$ cat src/rtl/ones_acc_adder.sv
module ones_acc_adder #(
  parameter int W = 12
) (
  input  logic         clk,
  input  logic         rst,
  input  logic         start,
  input  logic [1:0]   op,
  input  logic [W-1:0] ac_in,
  input  logic [W-1:0] opnd,
  input  logic         link_in,
  output logic [W-1:0] ac_q,
  output logic         link_q,
  output logic         ovf_q,
  output logic [W-1:0] wb_data,
  output logic         wb_we,
  output logic         done,
  output logic         st_pos,
  output logic         st_zero,
  output logic         st_lnz,
  output logic         st_ovf
);

  localparam logic [1:0] OP_ADD = 2'd0;
  localparam logic [1:0] OP_ADM = 2'd1;
  localparam logic [1:0] OP_LAM = 2'd2;
  localparam int         S      = W - 1;

  // ones'-complement path: end-around carry
  logic [W:0]   raw;
  logic [W-1:0] oc_sum;
  assign raw    = {1'b0, ac_in} + {1'b0, opnd};
  assign oc_sum = raw[W-1:0] + {{(W-1){1'b0}}, raw[W]};

  // chained two's-complement link add
  logic [W:0] step1, step2;
  assign step1 = {1'b0, ac_in} + {{W{1'b0}}, link_in};
  assign step2 = {1'b0, step1[W-1:0]} + {1'b0, opnd};

  logic         is_lam;
  logic [W-1:0] addend_a, sum_sel;
  logic         ovf_nxt, link_lam;
  assign is_lam   = (op == OP_LAM);
  assign addend_a = is_lam ? step1[W-1:0] : ac_in;
  assign sum_sel  = is_lam ? step2[W-1:0] : oc_sum;
  assign ovf_nxt  = (addend_a[S] == opnd[S]) && (sum_sel[S] != addend_a[S]);
  assign link_lam = step1[W] | step2[W];

  always_ff @(posedge clk) begin
    if (rst) begin
      ac_q    <= '0;
      link_q  <= 1'b0;
      ovf_q   <= 1'b0;
      wb_data <= '0;
      wb_we   <= 1'b0;
      done    <= 1'b0;
    end else begin
      done  <= start;
      wb_we <= start && (op == OP_ADM || op == OP_LAM);
      if (start) begin
        case (op)
          OP_ADD: begin
            ac_q   <= oc_sum;
            link_q <= link_in;
            ovf_q  <= ovf_nxt;
          end
          OP_ADM: begin
            ac_q    <= oc_sum;
            wb_data <= oc_sum;
            link_q  <= link_in;
            ovf_q   <= ovf_nxt;
          end
          OP_LAM: begin
            ac_q    <= sum_sel;
            wb_data <= sum_sel;
            link_q  <= link_lam;
            ovf_q   <= ovf_nxt;
          end
          default: ;
        endcase
      end
    end
  end

  assign st_pos  = ~ac_q[S];
  assign st_zero = (ac_q == '0) || (ac_q == '1);
  assign st_lnz  = ~link_q;
  assign st_ovf  = ovf_q;

  assert_reset_clears_R10: assert property (@(posedge clk)
    rst |=> (ac_q == '0 && !link_q && !ovf_q && !done && !wb_we));

  assert_link_kept_R3: assert property (@(posedge clk) disable iff (rst)
    start && (op == OP_ADD || op == OP_ADM) |=> link_q == $past(link_in));

  assert_no_overflow_R5: assert property (@(posedge clk) disable iff (rst)
    start && (op == OP_ADD || op == OP_ADM) && (ac_in[S] != opnd[S]) |=> !ovf_q);

  assert_wb_matches_acc_R4: assert property (@(posedge clk) disable iff (rst)
    wb_we |-> (done && wb_data == ac_q));

  assert_no_wb_plain_add_R2: assert property (@(posedge clk) disable iff (rst)
    start && op == OP_ADD |=> !wb_we);

  assert_done_pulse_R9: assert property (@(posedge clk) disable iff (rst)
    start |=> done);

  assert_ignored_op_R9: assert property (@(posedge clk) disable iff (rst)
    start && op == 2'd3 |=> ($stable(ac_q) && $stable(link_q) && $stable(ovf_q) && !wb_we));

  assert_lam_first_carry_R6: assert property (@(posedge clk) disable iff (rst)
    start && op == OP_LAM && link_in && (ac_in == '1) |=> link_q);

endmodule

$ cat config.mk
export PLATFORM = sky130hd
export DESIGN_NAME = ones_acc_adder
export DESIGN_NICKNAME = d
export VERILOG_FILES = /design/src/rtl/ones_acc_adder.sv
export SDC_FILE = /design/constraint.sdc
export NUM_CORES = 1
export LEC_CHECK = 0
export BUFFER_PORTS_ARGS = -buffer_cell sky130_fd_sc_hd__buf_4
export CAP_MARGIN = 10
export CORE_MARGIN = 3
export CORE_UTILIZATION = 59
export DETAILED_ROUTE_END_ITERATION = 7
export PLACE_DENSITY = 0.83
export SYNTH_ARGS = -nofsm -noshare
export SYNTH_HDL_FRONTEND = slang
export SYNTH_SLANG_ARGS = --single-unit
$ cat constraint.sdc
create_clock -name clk -period 10.3 [get_ports clk]
set_clock_uncertainty 0.05 [all_clocks]
set_input_delay 0.515 -clock clk [delete_from_list [all_inputs] [get_ports clk]]
set_output_delay 0.515 -clock clk [all_outputs]
set_load 0.05 [all_outputs]
# After elaboration in Yosys (flattened, before gate mapping)

Cells that the tools add are included.

Add/sub/neg operators: 4
Equal/unequal tests: 5
Multiplexer cells: 5
Bitwise operators: 3
Reduce and logical (&&, ||, !) cells: 13

Operators with widths:

| operator                                       | number |
|---|---|
| case mux 12 bit (2 select lines)               | 2 |
| adder 12 x 12 -> 13 bit                        | 2 |
| two-way mux 12 bit                             | 2 |
| adder 12 x 1 -> 13 bit                         | 1 |
| adder 12 x 1 -> 12 bit                         | 1 |
| == test 12 bit (second input constant)         | 1 |
| zero test 12 bit                               | 1 |
| AND reduction 2 bit                            | 3 |
| nonzero test 2 bit                             | 2 |
| OR reduction 3 bit                             | 1 |
| == test 2 x 1 -> 1 bit (second input constant) | 1 |
| == test 2 bit (second input constant)          | 1 |
| logical AND 1 bit                              | 2 |
| zero test 2 bit                                | 1 |
| logical OR 1 bit                               | 2 |
| inverter 1 bit                                 | 2 |
| case mux 1 bit (2 select lines)                | 1 |
| OR reduction 2 bit                             | 1 |
| == test 1 bit                                  | 1 |
| != test 1 bit                                  | 1 |
| OR 1 bit                                       | 1 |

Bits in registers: 28
Input bits: 30
Output and inout port bits: 32

# Longest topological paths before layout

Gate-level depths: netlist of the first run.

Depth in word-level cells: 5
Gate-level depth with buffers: 17
Gate-level depth less buffers: 17

# Worst setup path after synthesis of the first run

No wires, ideal clock.

Path kind: input-to-reg
Start: in ac_in[0]
End: reg wb_data[5]
Setup time: 0.134 ns
Data arrival time: 3.520 ns
Required time: 10.116 ns
Setup slack: 6.596 ns
Stages: 17
Buffers on the path: 1
Cell sequence: ha_1 fa_1 a21o_1 a221oi_2 o21ai_2 a21oi_1 nor2_1 o21ai_0 nand2b_1 ha_1 and3_1 clkbuf_1 nand4_1 a21oi_1 or4_1 a31oi_1 a211oi_1

Cells in the longest elaborated chain, start to end: 4
Elaborated cells between the ends (all ways): 6
Classes of those cells: add/sub: 4; mux: 2

Ends and longest elaborated chain:

| element                                                           | line   | source |
|---|---|---|
| start, declared                                                   | 8      | `input logic [W-1:0] ac_in,` |
| adder 12 x 12 -> 13 bit or adder 12 x 1 -> 13 bit (tied branches) | 31, 36 |  |
| adder 12 x 1 -> 12 bit or adder 12 x 12 -> 13 bit (tied branches) | 32, 37 |  |
| two-way mux 12 bit                                                | 44     | `assign sum_sel = is_lam ? step2[W-1:0] : oc_sum;` |
| case mux 12 bit (2 select lines) *                                | 60     | `case (op)` |
| end signal, assigned                                              | 68     | `wb_data <= oc_sum;` |
| end signal, assigned                                              | 74     | `wb_data <= sum_sel;` |
| end, declared                                                     | 14     | `output logic [W-1:0] wb_data,` |

Every way passes the cells marked *; elsewhere a longest branch is shown, timed or not.
A chain may end at the register's enable or synchronous reset.

# Worst setup path after layout of the first run

Start: in ac_in[0]
End: reg ac_q[5]

Cells in the longest elaborated chain, start to end: 4
Elaborated cells between the ends (all ways): 6
Classes of those cells: add/sub: 4; mux: 2

Ends and longest elaborated chain:

| element                                                           | line   | source |
|---|---|---|
| adder 12 x 12 -> 13 bit or adder 12 x 1 -> 13 bit (tied branches) | 31, 36 |  |
| adder 12 x 1 -> 12 bit or adder 12 x 12 -> 13 bit (tied branches) | 32, 37 |  |
| two-way mux 12 bit                                                | 44     |  |
| case mux 12 bit (2 select lines) *                                | 60     |  |
| end signal, assigned                                              | 62     | `ac_q <= oc_sum;` |
| end signal, assigned                                              | 67     | `ac_q <= oc_sum;` |
| end signal, assigned                                              | 73     | `ac_q <= sum_sel;` |
| end, declared                                                     | 11     | `output logic [W-1:0] ac_q,` |

Marked as above.

==> results of run 1 <==
[layout by cell type (no fill, tap or decap), drive strengths merged, types with 2 or more instances in the layout]
cell type,netlist,routed
a2111o,2,2
a2111oi,3,3
a211o,2,2
a211oi,17,17
a21o,7,7
a21oi,27,27
a221oi,2,2
a22oi,2,2
a31oi,2,2
and2,3,3
and3,7,7
buf,6,63
clkbuf,8,3
dfxtp,28,28
fa,2,2
ha,30,30
inv,8,8
mux2i,7,7
nand2,33,33
nand2b,3,3
nand3,15,15
nand3b,2,2
nand4,11,11
nor2,42,42
nor2b,5,5
nor3,6,6
nor4,4,4
o211ai,9,9
o21a,2,2
o21ai,11,11
o21bai,4,4
o31a,2,2
o31ai,5,5
or3,2,2
xnor2,18,18
xor2,9,9
[metal layers]
layer | share of wire (%) | vias up
li1 | - | 1445
met1 | 42 | 1361
met2 | 50 | 80
met3 | 4.9 | 18
met4 | 3.0 | 0
met5 | 0 | -
[final cells by class]
type / instances / area [um^2]
clock buffer: 3 / 41.3
clock inverter: 1 / 30.0
fill: 359 / 1120
inverter: 9 / 33.8
multi-input combinational: 306 / 2180
sequential: 28 / 561
tap: 52 / 65.1
timing repair buffer: 63 / 473
[flip-flops by register name, summed over array words and instances, names as in the netlist]
register  flops
link_q        1
wb_data      12
wb_we         1
done          1
ac_q         12
ovf_q         1
[metrics by stage]
step                      std cells  power [uW]  utilization [%]  area (um^2)  hold slack (ns)
final                           462         427             75.1         3380            0.409
after global routing            462         451             75.1         3380            0.423
after CTS                       462         427             75.1         3380            0.409
after detailed placement        458         342             73.6         3310            0.397
after global placement          458         337             73.6         3310            0.396
after floorplan                 357         283                -         2840            0.593
[where the power goes]
part	switching, uW	total, uW	internal [uW]	leakage [uW]
Sequential	7.88	126	118	0.000231
Combinational	136	215	79.0	0.00121
Clock	34.2	86.3	52.1	0.0000357
[final timing paths]
path	startpoint	endpoint	slack, ns	cells past startpoint
setup / recovery	ac_in[0]	ac_q[5]	6.49	17
hold / removal	wb_data[9]	wb_data[9]	0.41	2
hold reg to reg	wb_data[9]	wb_data[9]	0.41	2
setup reg to reg	ac_q[4]	ac_q[4]	9.49	2
[Yosys cell counts (all sizes together) (2+ instances only)]
master	n	share of area, %
and3	7	1.5
nor2b	5	1.1
clkbuf	8	1.2
a22oi	2	0.53
o31a	2	0.62
a2111oi	3	2.2
nand2b	3	0.66
a21oi	27	5.0
a221oi	2	0.84
a2111o	2	0.79
a31oi	2	0.44
nor3	6	1.1
o31ai	5	1.5
mux2i	7	2.5
buf	6	1.1
a211oi	17	4.5
ha	30	13
and2	3	0.70
a211o	2	0.62
nand4	11	2.6
o21a	2	0.53
dfxtp	28	20
xor2	9	2.8
o21ai	11	2.1
xnor2	18	5.6
nand2	33	4.4
or3	2	0.44
o21bai	4	1.2
inv	8	1.1
nor4	4	0.88
a21o	7	2.1
nor2	42	5.6
fa	2	1.4
nand3b	2	0.53
nand3	15	2.8
o211ai	9	2.4
[critical path: stages]
cell and delay, ns:
buf_4 0.12, ha_1 0.24, fa_1 0.42, a21o_1 0.21, a221oi_2 0.36, o21ai_2 0.09
a21oi_1 0.14, nor2_1 0.05, o21ai_0 0.17, nand2b_1 0.10, ha_1 0.22, and3_1 0.24
nand4_1 0.12, a21oi_1 0.09, or4_1 0.50, a31oi_1 0.23, a211oi_1 0.10
[kinds of logic (layout without fill, tap and decap cells)]
kind of cell    Yosys count  count (layout)  synth area share (%)
compound gates          104             104                  28.2
xor+xnor                 27              27                  8.33
fa+ha+maj                32              32                  14.6
buf+inv                  23              76                  3.48
flops                    28              28                  19.7
mux                       7               7                  2.47
simple gates            136             136                  23.2
==> out/summary.md, run 1 <==
At the end of routability-driven placement, the weighted congestion stood at 0.976. For this design, the CTS-stage hold fixing added 0 buffers. Initial antenna violation count: 0. Static timing analysis puts the maximum clock frequency at 0.263 GHz.

At the placement stage, the worst setup path has a slack of 6.21 ns. The logs give 62 for the number of top-level design ports and 2630 for the via count of the first global-routing pass. Across every metal layer, demand over resource in global routing totals 25.8%. For the final count of pins violating max slew, the log shows 0. The combined area of all synthesized cells is 0.00284 mm^2. The die is 75.4 um wide. Summed over all layers, the global routing overflow is 0. The count of buffers from port buffering came out at 61. Wires add up to 7410 um. In this run the vertical extent of the chip is 75.4 um. For the sequential area share after synthesis, the log shows 19.7%.

The run gives 2 as the maximum clock insertion buffer count. TritonCTS built the clock tree. The number of detailed-routing iterations run before antenna repair came out at 4. After synthesis the netlist holds a flip-flop and latch count of 28. Proportion of layout cells with a drive suffix above 1: 20.0%.

Gates resized during post-CTS repair numbered 0. The cell row count is 24. The deepest level of the CTS H-tree came out at 1. After layout, the worst path uses 37.0% of the clock period. CTS placed an instance of clkbuf_8 at the clock tree root.

The flow ran to the end, and the final reports show no timing, DRC or antenna violations. The tools report the count of unique library cells instantiated by Yosys as 60. Each instance of the synthesized netlist takes up on average 7.96 um^2. The synthesized design contains 0 enable-type register cells. The number of warnings printed during yosys synthesis was 0; the antenna diode count was 0. Setup repair after global routing left no endpoint under its margin. For the pin with the worst max-slew slack, the measured transition is 0.812 ns. The detailed placer's ending HPWL is 6110 um. Setup total negative slack on the finished layout was measured at 0 ns.

Routed length per instance: 16.0 um. The tools report the endpoint class of the critical path as a flip-flop. Power spread over the standard cell area amounts to 126 mW/mm^2.

Max-cap violations in this run came to 0. In this run the worst hold path is classified as flip-flop to flip-flop. The minimum clock period was 3.81 ns. The area added between synthesis and finish is 19.2%, and the arrival time of data at the critical path endpoint is 3.92 ns. The critical path start-end classification is input pin to flip-flop.

The proportion of synthesized flip-flops having asynchronous set or reset is 0%, and the met1 demand-to-capacity share in global routing is 32.2%. The final hold violation count came out at 0. For the post-synthesis instance total, the log shows 357. The count of nets left with antenna violations once routing finished came out at 0.

The run gives 0.28 ns as the clock network latency to the later pin of the worst-skew pair. Dividing the detail-routed via count by the number of cells gives 6.29. Buffers added to address setup during post-CTS repair amount to 0. The predominant post-synthesis flop cell is dfxtp_1.

Most used routing layer: met2. The tree built by TritonCTS fans out to 28 sinks. Once the floorplan was initialized, standard cells occupied 63.1% of the core. The logs give 44.5% for the met2 capacity usage during global routing and 6.49 ns for the setup slack after layout. In this run, the number of DRC markers left after iteration 0 of detailed routing was 105. The number of buffers inserted during clock tree synthesis came out at 3.

Synthesized net count: 419. Max-slew headroom at the worst pin: 45.9%. The run gives 11500 um as the first-pass GRT wire length. The leakage component of the power is 0.00148 uW, and the final net count is 473. The met3 usage was 3.03%.

The die area is 0.00568 mm^2, and the clock edge transition at the registers on the reported setup and hold paths is 0.09 ns. The tools report the total vias in the final route as 2904. The worst setup path is launched from an input pin. The tools report the pin count of the biggest net entering global routing as 31. Data on the critical path is required at its endpoint by 10.42 ns. In the routed design, unresolved DRC markers number 0.

The total area inside the core boundary comes to 0.00450 mm^2. The run gives 0 as the number of endpoints failing setup at the final stage. Along the worst path, the maximum fanout reaches 5. VDD sags by at most 0.0949 mV.
(Power assumes the default switching activity.)
==> inputs of run 2 (changes only) <==
--- a/config.mk
+++ b/config.mk
@@ -5,12 +5,13 @@
 export SDC_FILE = /design/constraint.sdc
 export NUM_CORES = 1
 export LEC_CHECK = 0
+export ABC_AREA = 1
 export BUFFER_PORTS_ARGS = -buffer_cell sky130_fd_sc_hd__buf_4
 export CAP_MARGIN = 10
 export CORE_MARGIN = 3
-export CORE_UTILIZATION = 59
+export CORE_UTILIZATION = 56
 export DETAILED_ROUTE_END_ITERATION = 7
-export PLACE_DENSITY = 0.83
+export PLACE_DENSITY = 0.78
 export SYNTH_ARGS = -nofsm -noshare
 export SYNTH_HDL_FRONTEND = slang
 export SYNTH_SLANG_ARGS = --single-unit
==> constraint.sdc (replaced) <==
create_clock -name clk -period 3.94 [get_ports clk]
set_clock_uncertainty 0.05 [all_clocks]
set_input_delay 0.197 -clock clk [delete_from_list [all_inputs] [get_ports clk]]
set_output_delay 0.197 -clock clk [all_outputs]
set_load 0.05 [all_outputs]
==> out/summary.md, run 2 <==
For the maximum frequency from static timing analysis, the log shows 0.359 GHz. The startpoint type of the worst setup path was an input pin. The sum of negative setup slack is 0 ns (unchanged), and the sequential area share after synthesis is 18.7% (-0.99 points).

The die width is 79.1 um (+4.9%). Worst min-delay path class: input pin to flip-flop. Antenna diode count: 0 (unchanged). Area share of the largest cell type after synthesis: 18.7% (-0.99 points).

The proportion of synthesized flip-flops having asynchronous set or reset was 0% (unchanged); the synthesized area per cell was 6.24 um^2 (-22%). The critical path buffer and inverter count came out at 3 (+2). Combined area of all synthesized cells: 0.00299 mm^2 (+5.3%).

The run gives 6640 um (+8.7%) as the detailed placer's ending HPWL. Peak fanout along the critical path: 5 (unchanged). Walking the worst path, the cells encountered are buf_4 -> ha_1 -> nand2_1 -> nor2_1 -> nand3_1 -> nand3_1 -> a21oi_1 -> o21bai_1 -> ha_1 -> ha_1 -> inv_1 -> nor2_2 -> nand3b_4 -> nor2_4 -> nand2_2 -> nor2_2 -> nand2_1 -> nand3_1 -> nand3_1 -> o211ai_1 -> inv_1. The tools report the arrival time of data at the critical path endpoint as 2.92 ns (-1.00 ns). The logs give 4.07 ns (-6.35 ns) for the data required time of the worst path and 0 (unchanged) for the post-CTS setup buffer count. Deepest level of the CTS H-tree: 1 (unchanged). The tools report the via count of the first global-routing pass as 2933 (+12%).

The cell class contributing the biggest share of worst-path delay was simple AND/OR/NAND/NOR gates. The final net count was 599 (+27%). Setup repair after global routing left no endpoint under its margin.

The count of unique library cells instantiated by Yosys is 43 (-28%). The routed length per instance is 13.2 um (-18%). The number of warnings printed during yosys synthesis was 0 (unchanged). The leakage component of the power is 0.00195 uW (+32%). The launching element of the worst setup path is ac_in[7].

The number of endpoints failing setup at the final stage came out at 0 (unchanged). The run gives 0 (unchanged) as the initial antenna violation count. The tools report the startpoint of the most critical hold path as start. The run gives 25 (+4.2%) as the cell row count. The cell type with the highest aggregate area in the netlist is dfxtp_1. The minimum clock period works out to 2.79 ns.

The first-pass GRT wire length is 13400 um (+16%), and the number of register bits inferred by synthesis is 28 (unchanged). The transition time of the tightest slew-check pin is 0.676 ns (-0.136 ns). Cell occurring most often along the worst timing path: nand3_1.

The run finished with clean final reports. The global placer's final weighted congestion was 0.906 (-7.2%). Most instantiated library cell after synthesis: nand2_1. For the clock network latency to the later pin of the worst-skew pair, the log shows 0.29 ns (about the same). The logs give 0.274 mV (+190%) for the worst vdd rail ir drop and 0 (unchanged) for the number of nets with antenna violations after routing.

The run gives 0.00625 mm^2 (+10%) as the die area. The power density over the cells is 301 mW/mm^2 (+140%). The tools report the total power as 1070 uW (+150%). STA classifies the critical path endpoint as a flip-flop. The clock edge transition at the registers on the reported setup and hold paths was 0.10 ns (about the same). The critical path start-end classification was input pin to flip-flop. The number of detailed-routing iterations run before antenna repair is 5 (+1). For the number of top-level design ports, the log shows 62 (unchanged).

TritonCTS built the clock tree. The number of buffers inserted by hold repair at cts was 0 (unchanged). Die height: 79.1 um (+4.9%). The run gives 479 (+34%) as the post-synthesis instance total. The number of flops mapped to enable cells by yosys was 0 (unchanged); the starting utilization of the core area was 60.5% (-2.5 points).

The cell at the root of the clock tree was clkbuf_8. The run gives 197 (+88%) as the violation count after the first detailed-routing iteration. Proportion of layout cells with a drive suffix above 1: 18.1% (-1.9 points). The predominant post-synthesis flop cell was dfxtp_1. The largest incremental delay on the critical path was 0.40 ns (-0.10 ns); the area of the core was 0.00494 mm^2 (+9.7%). The area added between synthesis and finish came out at 18.7%. For the maximum clock insertion buffer count, the log shows 2 (unchanged).

Sorting the synthesized cells by area gives the leading types as dfxtp_1 19%, nand2_1 14%, ha_1 13%, inv_1 8.5%, nor2_1 7.5%. Ranked by instance count, the synthesized netlist is headed by 110 x nand2_1, 68 x inv_1, 60 x nor2_1, 36 x nand3_1. The post-cts sizing count came out at 0 (unchanged). The largest individual stage delay along the critical path comes from the cell ha_1. In the final layout, the registers with the most flip-flops are ac_q x12, wb_data x12. Leading cell type in the layout, fill and taps excluded: nand2_1. The routed wire length was 7970 um (+7.6%). The reported max-cap violation count is 0 (unchanged), and the ratio of routed vias to standard cells is 5.35 (-15%).

The final routed DRC violation total was 0 (unchanged); the number of buffers inserted during clock tree synthesis was 3 (unchanged). The final critical path takes up 70.8% of the cycle. The tools report the pin count of the biggest net entering global routing as 24 (-23%). The count of buffers from port buffering works out to 61 (unchanged). The logs give 26.4% (+0.56 points) for the global routing usage summed across all routing layers and 0 (unchanged) for the final count of pins violating max slew. The synthesized net count is 541 (+29%).

The max-slew headroom at the worst pin is 55.0% (+9.1 points), and the number of filler cells placed in the layout is 462 (+29%). The aggregate global routing overflow is 0 (unchanged), and the total vias in the final route is 3228 (+11%). The final hold violation count was 0 (unchanged); the number of sinks handled by clock tree synthesis was 28 (unchanged). The tools report the combined area of the multi-input logic cells as 0.00211 mm^2 (-3.2%). In this run the critical register-to-register path is launched from ac_q[4]. Register area: 561 um^2 (unchanged).

In the layout the commonest cells are 110 x nand2_1, 68 x inv_1, 63 x buf_4.
==> run 2: cell types whose count changed in the layout (fill, tap and decap cells not counted), moves of 5 or more <==
cell / change
nand2_1: +77
nand3_1: +22
a21o_1: -5
inv_1: +60
nor2b_1: -5
o21ai_0: +20
mux2i_1: -5
and3_1: -6
a211oi_1: -16
xnor2_1: -15
nor2_1: +18
nand2_2: +10
==> run 2: final cells by class <==
cell class,count,area share [%]
Sequential cell,28,15.8
Inverter,71,7.51
Timing Repair Buffer,63,13.3
Clock buffer,4,1.55
Tap cell,67,2.36
Multi-Input combinational cell,370,59.5
==> run 2: layer usage <==
metal	share of wire, %	global-route usage, %	vias to the layer above
met2	46	44.7	81
met4	1.1	5.33	0
li1	-	-	1670
met3	4.5	3.63	9
met5	0	0	-
met1	48	35.8	1468
==> run 2: logic make-up (layout without fill, tap and decap cells) <==
family | after synthesis | after routing | synth area share, %
AOI/OAI and AO/OA | 74 | 74 | 13.6
xor gates and xnor gates | 13 | 13 | 4.06
adders and majority gates | 32 | 32 | 13.9
buffers and inverters | 81 | 138 | 10.7
DFF | 28 | 28 | 18.7
muxes | 2 | 2 | 0.669
and+or+nand+nor | 249 | 249 | 38.3
==> run 2: path summary, 6_finish.rpt <==
check / to / slack [ns] / depth (start not counted)
setup / recovery: ac_q[8] / 1.15 / 21
setup reg to reg: ac_q[4] / 3.15 / 4
hold / removal: done / 0.11 / 3
hold reg to reg: link_q / 0.46 / 2
==> run 2: worst register-to-register path: cells and delay by family, from the launching register on <==
kind	cells	cell delay, ns
flip-flops	1	0.41
AND/OR/NAND/NOR	2	0.15
buffers and inverters	1	0.05
AO/OA/AOI/OAI	1	0.08
==> run 2: power by group <==
group | switching [uW] | internal, uW
clock network | 94.1 | 89.9
registers | 21.9 | 309
logic | 365 | 188
total | 481 | 587
==> run 2: through the flow <==
step | hold slack, ns | setup WS (ns) | utilization, % | instance area (um^2) | cells
after floorplan | 0.283 | 1.41 | - | 2990 | 479
after global placement | 0.393 | 0.948 | 70.7 | 3490 | 599
after detailed placement | 0.413 | 0.895 | 70.7 | 3490 | 599
after CTS | 0.118 | 1.17 | 71.8 | 3550 | 603
after global routing | 0.131 | 0.843 | 71.8 | 3550 | 603
final | 0.108 | 1.15 | 71.8 | 3550 | 603
